`config.mk`:
```
export PLATFORM = sky130hd
export DESIGN_NAME = isa_ext_legalizer
export DESIGN_NICKNAME = d
export VERILOG_FILES = /design/src/rtl/isa_ext_pkg.sv /design/src/rtl/isa_wr_filter.sv /design/src/rtl/isa_misa_store.sv /design/src/rtl/isa_ext_legalizer.sv
export SDC_FILE = /design/constraint.sdc
export NUM_CORES = 1
export LEC_CHECK = 0
export BUFFER_PORTS_ARGS = -buffer_cell sky130_fd_sc_hd__buf_2
export CAP_MARGIN = 30
export CORE_UTILIZATION = 42
export DETAILED_ROUTE_END_ITERATION = 7
export GPL_TIMING_DRIVEN = 0
export MAX_ROUTING_LAYER = met4
export PLACE_DENSITY = 0.81
export SLEW_MARGIN = 5
export SYNTH_ARGS = -nofsm -noshare
export SYNTH_HDL_FRONTEND = slang
export SYNTH_SLANG_ARGS = --single-unit
```
`constraint.sdc`:
```
create_clock -name clk -period 2.9 [get_ports clk]
set_input_delay 0.435 -clock clk [delete_from_list [all_inputs] [get_ports clk]]
set_output_delay 0.435 -clock clk [all_outputs]
set_load 0.02 [all_outputs]
```
`src/rtl/isa_ext_pkg.sv`:
```
package isa_ext_pkg;
  localparam int EXT_W = 26;

  localparam int BIT_A = 0;
  localparam int BIT_C = 2;
  localparam int BIT_D = 3;
  localparam int BIT_E = 4;
  localparam int BIT_F = 5;
  localparam int BIT_I = 8;
  localparam int BIT_M = 12;
  localparam int BIT_S = 18;
  localparam int BIT_U = 20;

  localparam logic [EXT_W-1:0] KNOWN_EXT =
    (26'd1 << BIT_A) | (26'd1 << BIT_C) | (26'd1 << BIT_D) |
    (26'd1 << BIT_E) | (26'd1 << BIT_F) | (26'd1 << BIT_I) |
    (26'd1 << BIT_M) | (26'd1 << BIT_S) | (26'd1 << BIT_U);

  // A write is eligible only with a base integer set named and no reduced base.
  function automatic logic base_ok(input logic [EXT_W-1:0] data);
    return (data[BIT_I] | data[BIT_E]) & ~data[BIT_E];
  endfunction

  // Masking followed by the two dependency fix-ups.
  function automatic logic [EXT_W-1:0] legal_ext(
    input logic [EXT_W-1:0] data,
    input logic [EXT_W-1:0] supported,
    input logic             aligned
  );
    logic [EXT_W-1:0] v;
    v = data & supported & KNOWN_EXT;
    if (v[BIT_D] && !v[BIT_F]) v[BIT_D] = 1'b0;
    if (v[BIT_C] && !aligned)  v[BIT_C] = 1'b0;
    return v;
  endfunction
endpackage

```
`src/rtl/isa_wr_filter.sv`:
```
module isa_wr_filter
  import isa_ext_pkg::*;
#(
  parameter int XLEN = 32
) (
  input  logic             wr_en,
  input  logic             writable_en,
  input  logic [EXT_W-1:0] wr_ext,
  input  logic [EXT_W-1:0] hart_ext_mask,
  input  logic             next_pc_aligned,
  input  logic [1:0]       cur_mxl,
  output logic             accept,
  output logic [XLEN-1:0]  legal_val
);
  localparam int PAD_W = XLEN - 2 - EXT_W;

  logic [EXT_W-1:0] ext_clean;

  always_comb begin
    accept    = wr_en & writable_en & base_ok(wr_ext);
    ext_clean = legal_ext(wr_ext, hart_ext_mask, next_pc_aligned);
    legal_val = {cur_mxl, {PAD_W{1'b0}}, ext_clean};
  end
endmodule

```
`src/rtl/isa_misa_store.sv`:
```
module isa_misa_store
  import isa_ext_pkg::*;
#(
  parameter int         XLEN     = 32,
  parameter logic [1:0] MXL_INIT = 2'b01
) (
  input  logic             clk,
  input  logic             rst_n,
  input  logic             accept,
  input  logic [XLEN-1:0]  legal_val,
  input  logic [EXT_W-1:0] hart_ext_mask,
  output logic [XLEN-1:0]  misa_q,
  output logic             flush_pulse,
  output logic             value_change
);
  localparam int PAD_W = XLEN - 2 - EXT_W;

  assign value_change = accept && (legal_val != misa_q);

  always_ff @(posedge clk) begin
    if (!rst_n) begin
      misa_q      <= {MXL_INIT, {PAD_W{1'b0}}, hart_ext_mask};
      flush_pulse <= 1'b0;
    end else begin
      flush_pulse <= value_change;
      if (accept) misa_q <= legal_val;
    end
  end
endmodule

```
`src/rtl/isa_ext_legalizer.sv`:
```
module isa_ext_legalizer
  import isa_ext_pkg::*;
#(
  parameter int         XLEN     = 32,
  parameter logic [1:0] MXL_INIT = 2'b01
) (
  input  logic             clk,
  input  logic             rst_n,
  input  logic             wr_en,
  input  logic [XLEN-1:0]  wr_data,
  input  logic [EXT_W-1:0] hart_ext_mask,
  input  logic             writable_en,
  input  logic             next_pc_aligned,
  output logic [XLEN-1:0]  misa_q,
  output logic             flush_pulse
);
  logic            wr_accept;
  logic [XLEN-1:0] wr_legal;
  logic            wr_change;

  isa_wr_filter #(.XLEN(XLEN)) u_filter (
    .wr_en          (wr_en),
    .writable_en    (writable_en),
    .wr_ext         (wr_data[EXT_W-1:0]),
    .hart_ext_mask  (hart_ext_mask),
    .next_pc_aligned(next_pc_aligned),
    .cur_mxl        (misa_q[XLEN-1:XLEN-2]),
    .accept         (wr_accept),
    .legal_val      (wr_legal)
  );

  isa_misa_store #(.XLEN(XLEN), .MXL_INIT(MXL_INIT)) u_store (
    .clk          (clk),
    .rst_n        (rst_n),
    .accept       (wr_accept),
    .legal_val    (wr_legal),
    .hart_ext_mask(hart_ext_mask),
    .misa_q       (misa_q),
    .flush_pulse  (flush_pulse),
    .value_change (wr_change)
  );
endmodule

```
-- Word level (Yosys, flattened, before mapping)
Cells that the tools add are included.
- eq/ne operators: 2
- mux-type cells: 4
- bitwise gates (word level): 6
- reductions and logical operators: 5
- operators with widths (kind ; count):
    $mux W26 ; 2
    $ne A21 B26 Y1 ; 1
    $and A21 B21 Y21 ; 1
    $and A1 B1 Y1 ; 3
    $logic_and A1 B1 Y1 ; 3
    $logic_not A1 Y1 ; 2
    $mux W1 ; 2
    $ne A2 B1 Y1 const B ; 1
    $not A1 Y1 ; 1
    $or A1 B1 Y1 ; 1
- register bits: 27
- output and inout bits: 33

-- Longest topological paths before layout
- depth after elaboration: 6
- mapped depth: 4
- depth with buffers taken out: 4

-- Hierarchy
A second synthesis with hierarchy kept.
- cells, all modules: 156
- area, all modules: 1975.6 sq um
- by module, submodules not included (module ; times used ; cells each ; area each (sq um) ; sequential area each (sq um)):
    isa_misa_store ; 1 ; 122 ; 1729.2 ; 920.9
    isa_wr_filter ; 1 ; 34 ; 246.5 ; 0.0

-- Least setup slack after synthesis
Ideal clock, no wire load.
- kind: in2reg
- start point: input rst_n
- end point: register u_store.misa_q[0] (enable)
- setup time: 0.438 ns
- arrival: 1.185 ns
- required time: 2.462 ns
- setup slack: 1.277 ns
- stages on the path: 2
- path buffers: 1
- cells stage by stage: clkbuf_1 > nand2_1
- word-level cells in the longest chain between the ends: 1
- RTL lines (element ; line ; text):
    from (decl) ; isa_ext_legalizer.sv:8 ; input logic rst_n,
    $ne A2 B1 Y1 (no line) ; n/a ;
    to (signal assigned) ; isa_misa_store.sv:22 ; misa_q <= {MXL_INIT, {PAD_W{1'b0}}, hart_ext_mask};
    to (signal assigned) ; isa_misa_store.sv:26 ; if (accept) misa_q <= legal_val;
    to (decl) ; isa_misa_store.sv:12 ; output logic [XLEN-1:0] misa_q,
No other way between the ends.
A chain may end at the register's enable or synchronous reset.

-- Worst setup path in the final report
- start point: input rst_n
- end point: register u_store.misa_q[24] (enable)
Same word-level chain as after synthesis.

==> impl_metrics.toml <==
[outcome]
outcome = "finished clean"

[power_and_ir_drop]
total_power_uw = 826
power_density_mw_per_mm2 = 491
clkPwrFrac_pct = 19.6
internal_power_uw = 594
vdd_ir_drop_max_mv = 0.403
total_switching_power_uw = 232
swShare_pct = 28.1
p_leak_uw = 0.000736
combinationalPowerShare_pct = 21.5
share_seq_of_total_power_pct = 58.9

[timing]
max_freq_ghz = 0.658
fin_worst_hold_slack_ps = 389
finalCritPeriodShare_pct = 52.4
finalMaxSlewViolations = 0
rsz0062_at_grt = "no"
hold_viol_final = 0
timing.setup.tns_ps = 0
finalCriticalPeriod_ps = 1520
final.setup_skew_ps = 6.44
finalSetupViolations = 0

[setup_path]
timing.setup.critical_path_class = "in2reg"
critical_path_required_ps = 2990
setup.worst_path.start_class = "input port"
critical_path_peak_fanout = 18
critPathCaptureType = "register"
arrival_ps = 1610

[yosys]
synth.cell_area_mm2 = 0.00124
yosys.area.top_type = "edfxtp_1"
post_synth_inst_count = 98
synth.distinct_cells = 24
synth_mux_area_share_pct = 0
post-synth-top-area-fraction_pct = 62.8
fraction_of_the_mapped_netlist_area_in_adder_cells_pct = 0
synth_edf_count = 26
synth-compound-area-share_pct = 8.65
largest_family_of_logic_cells_by_synthesized_area = "simple AND/OR/NAND/NOR gates"
synthArstFlopShare_pct = 0
post_synth.cell_area_avg_um2 = 12.7
synthMostInstantiatedCell = "edfxtp_1"
ys.flop_type = "edfxtp_1"
yosys_register_bits = 27
synth-warning-count = 0
synth_top_cells_by_count = "26 x edfxtp_1, 17 x nor2b_1, 8 x nand2_1, 6 x buf_4, 6 x o21a_1"
yosys.area_share.xor_xnor_pct = 4.23
synth_top_cells_by_area = "edfxtp_1 63%, nor2b_1 8.6%, buf_4 3.6%"
share_of_synthesized_cell_area_in_and_or_nand_and_nor_gates_pct = 17.3
synth_seq_area_share_pct = 64.4

[floorplanning]
die_area_mm2 = 0.00318
initial_core_util_pct = 44.7
core.rowCount = 19
die-width_um = 56.4
core_region_area_mm2 = 0.00278
num_io_pins = 96
die_height_um = 56.4

[grt]
grtUsageTotal_pct = 17.4
grt_max_degree = 19
antenna_found_initial = 0
vias_in_the_first_global_route = 975
grt_overflow = 0
global_route_wire_length_before_repair_um = 4040

[cts]
clk_pin_slew_ps = 150
tritoncts = "built"
post_cts_resize_count = 0
cts_max_level = 1
clk-insertion-delay-late_ps = 320
clk_root_buffer_cell = "clkbuf_4"
cts.hold.buffers_added = 0
num_cts_buffers = 3
cts.sink_count = 27
cts_setup_buffers = 0
clock_path_buffers = 2

[hold_path]
hold_class = "in2reg"

[place]
gp_congestion = 0.710
placedInstanceArea_mm2 = 0.00166
io_buffer_count = 66
placed_cells_incl_taps = 200
dp.final_hpwl_um = 1990

[cells_and_area]
stdcell_count = 204
final_cell_area_mm2 = 0.00168
area_taken_by_multi_input_logic_gates_um2 = 398
num-nets-final = 237
synthToLayoutAreaGrowth_pct = 35.3
fillerInstances = 246
area.sequential_um2 = 801
antenna-diode-count = 0
layout_cell_share_with_drive_strength_beyond_1_pct = 44.5

[routing]
routedWlPerCell_um = 12.3
route.detailed.drc = 0
totalWireLength_um = 2500
detailedRoute.firstIterationViolations = 18
antenna_violating_nets_post_route = 0
drtPass1Iterations = 2
routed-via-count = 989
via_density_per_instance = 4.85

[job]
max_cap_viol_count = 0
-- metrics by stage --
step,util (%),setup slack [ps]
after global placement,58.5,748
after floorplan,-,1280
final,60.5,1380
after detailed placement,59.5,1000
after CTS,60.5,1340
after global routing,60.5,1260
-- power by group through the flow --
stage | clock network (uW) | logic [uW] | registers (uW)
2_1_floorplan | 0 | 56.9 | 539
3_3_place_gp | 0 | 171 | 493
3_5_place_dp | 0 | 179 | 495
4_1_cts | 165 | 180 | 487
5_1_grt | 179 | 192 | 492
6_report | 162 | 178 | 486
-- critical path, cell delays in order --
cell      delay [ps]
buf_2            100
clkbuf_1         370
nand2_1          410
buf_16           290
-- sequential cells by signal (all words and copies together) (netlist names) --
| signal | cells |
|---|---|
| u_store.misa_q | 26 |
| u_store.flush_pulse | 1 |
-- area by class of cell --
cell class	instances	area share, %
Clock inverter	1	0.297
Sequential cell	27	47.6
Tap cell	31	2.30
Timing Repair Buffer	67	21.3
Clock buffer	3	1.34
Buffer	8	3.12
Inverter	2	0.446
Multi-Input combinational cell	65	23.6
-- kinds of logic after synthesis --
group,count (synthesis)
and+or+nand+nor,38
DFF,27
AOI/OAI and AO/OA,15
buffers and inverters,10
xor gates and xnor gates,6
other,2
-- cell usage in the layout, fill, tap and decap left out --
cell | synthesis | layout
a21boi_0 | 3 | 3
a21oi_1 | 2 | 2
a311oi_1 | 1 | 1
a31oi_1 | 1 | 1
and3_1 | 2 | 2
and4_1 | 1 | 1
buf_16 | 0 | 1
buf_2 | 0 | 66
buf_4 | 6 | 6
clkbuf_1 | 2 | 2
clkbuf_4 | 0 | 3
clkinv_2 | 0 | 1
conb_1 | 2 | 6
dfxtp_1 | 1 | 1
edfxtp_1 | 26 | 26
inv_1 | 2 | 2
nand2_1 | 8 | 8
nand3_1 | 1 | 1
nand4_1 | 2 | 2
nor2_1 | 1 | 1
nor2b_1 | 17 | 17
nor3_1 | 1 | 1
nor4_1 | 5 | 5
o2111ai_1 | 1 | 1
o21a_1 | 6 | 6
o22ai_1 | 1 | 1
xnor2_1 | 5 | 5
xor2_1 | 1 | 1
-- final timing paths --
| path | cells past startpoint | start | slack, ps | end |
|---|---|---|---|---|
| worst max-delay path | 4 | rst_n | 1380 | u_store.misa_q[24] |
| worst min-delay path | 2 | hart_ext_mask[6] | 390 | u_store.misa_q[6] |
| worst min register to register | 2 | u_store.misa_q[3] | 690 | u_store.flush_pulse |
| worst max register to register | 4 | u_store.misa_q[15] | 1530 | u_store.flush_pulse |
-- per-layer routing --
| layer | vias up | routed length [um] | part of all wire (%) | global-route usage (%) |
|---|---|---|---|---|
| li1 | 497 | - | - | - |
| met2 | 41 | 1320 | 53 | 29.9 |
| met5 | - | 0 | 0 | - |
| met4 | 0 | 17 | 0.68 | 8.36 |
| met1 | 449 | 1020 | 41 | 19.5 |
| met3 | 2 | 140 | 5.6 | 3.46 |
No activity file was read; power rests on OpenSTA's default activity.
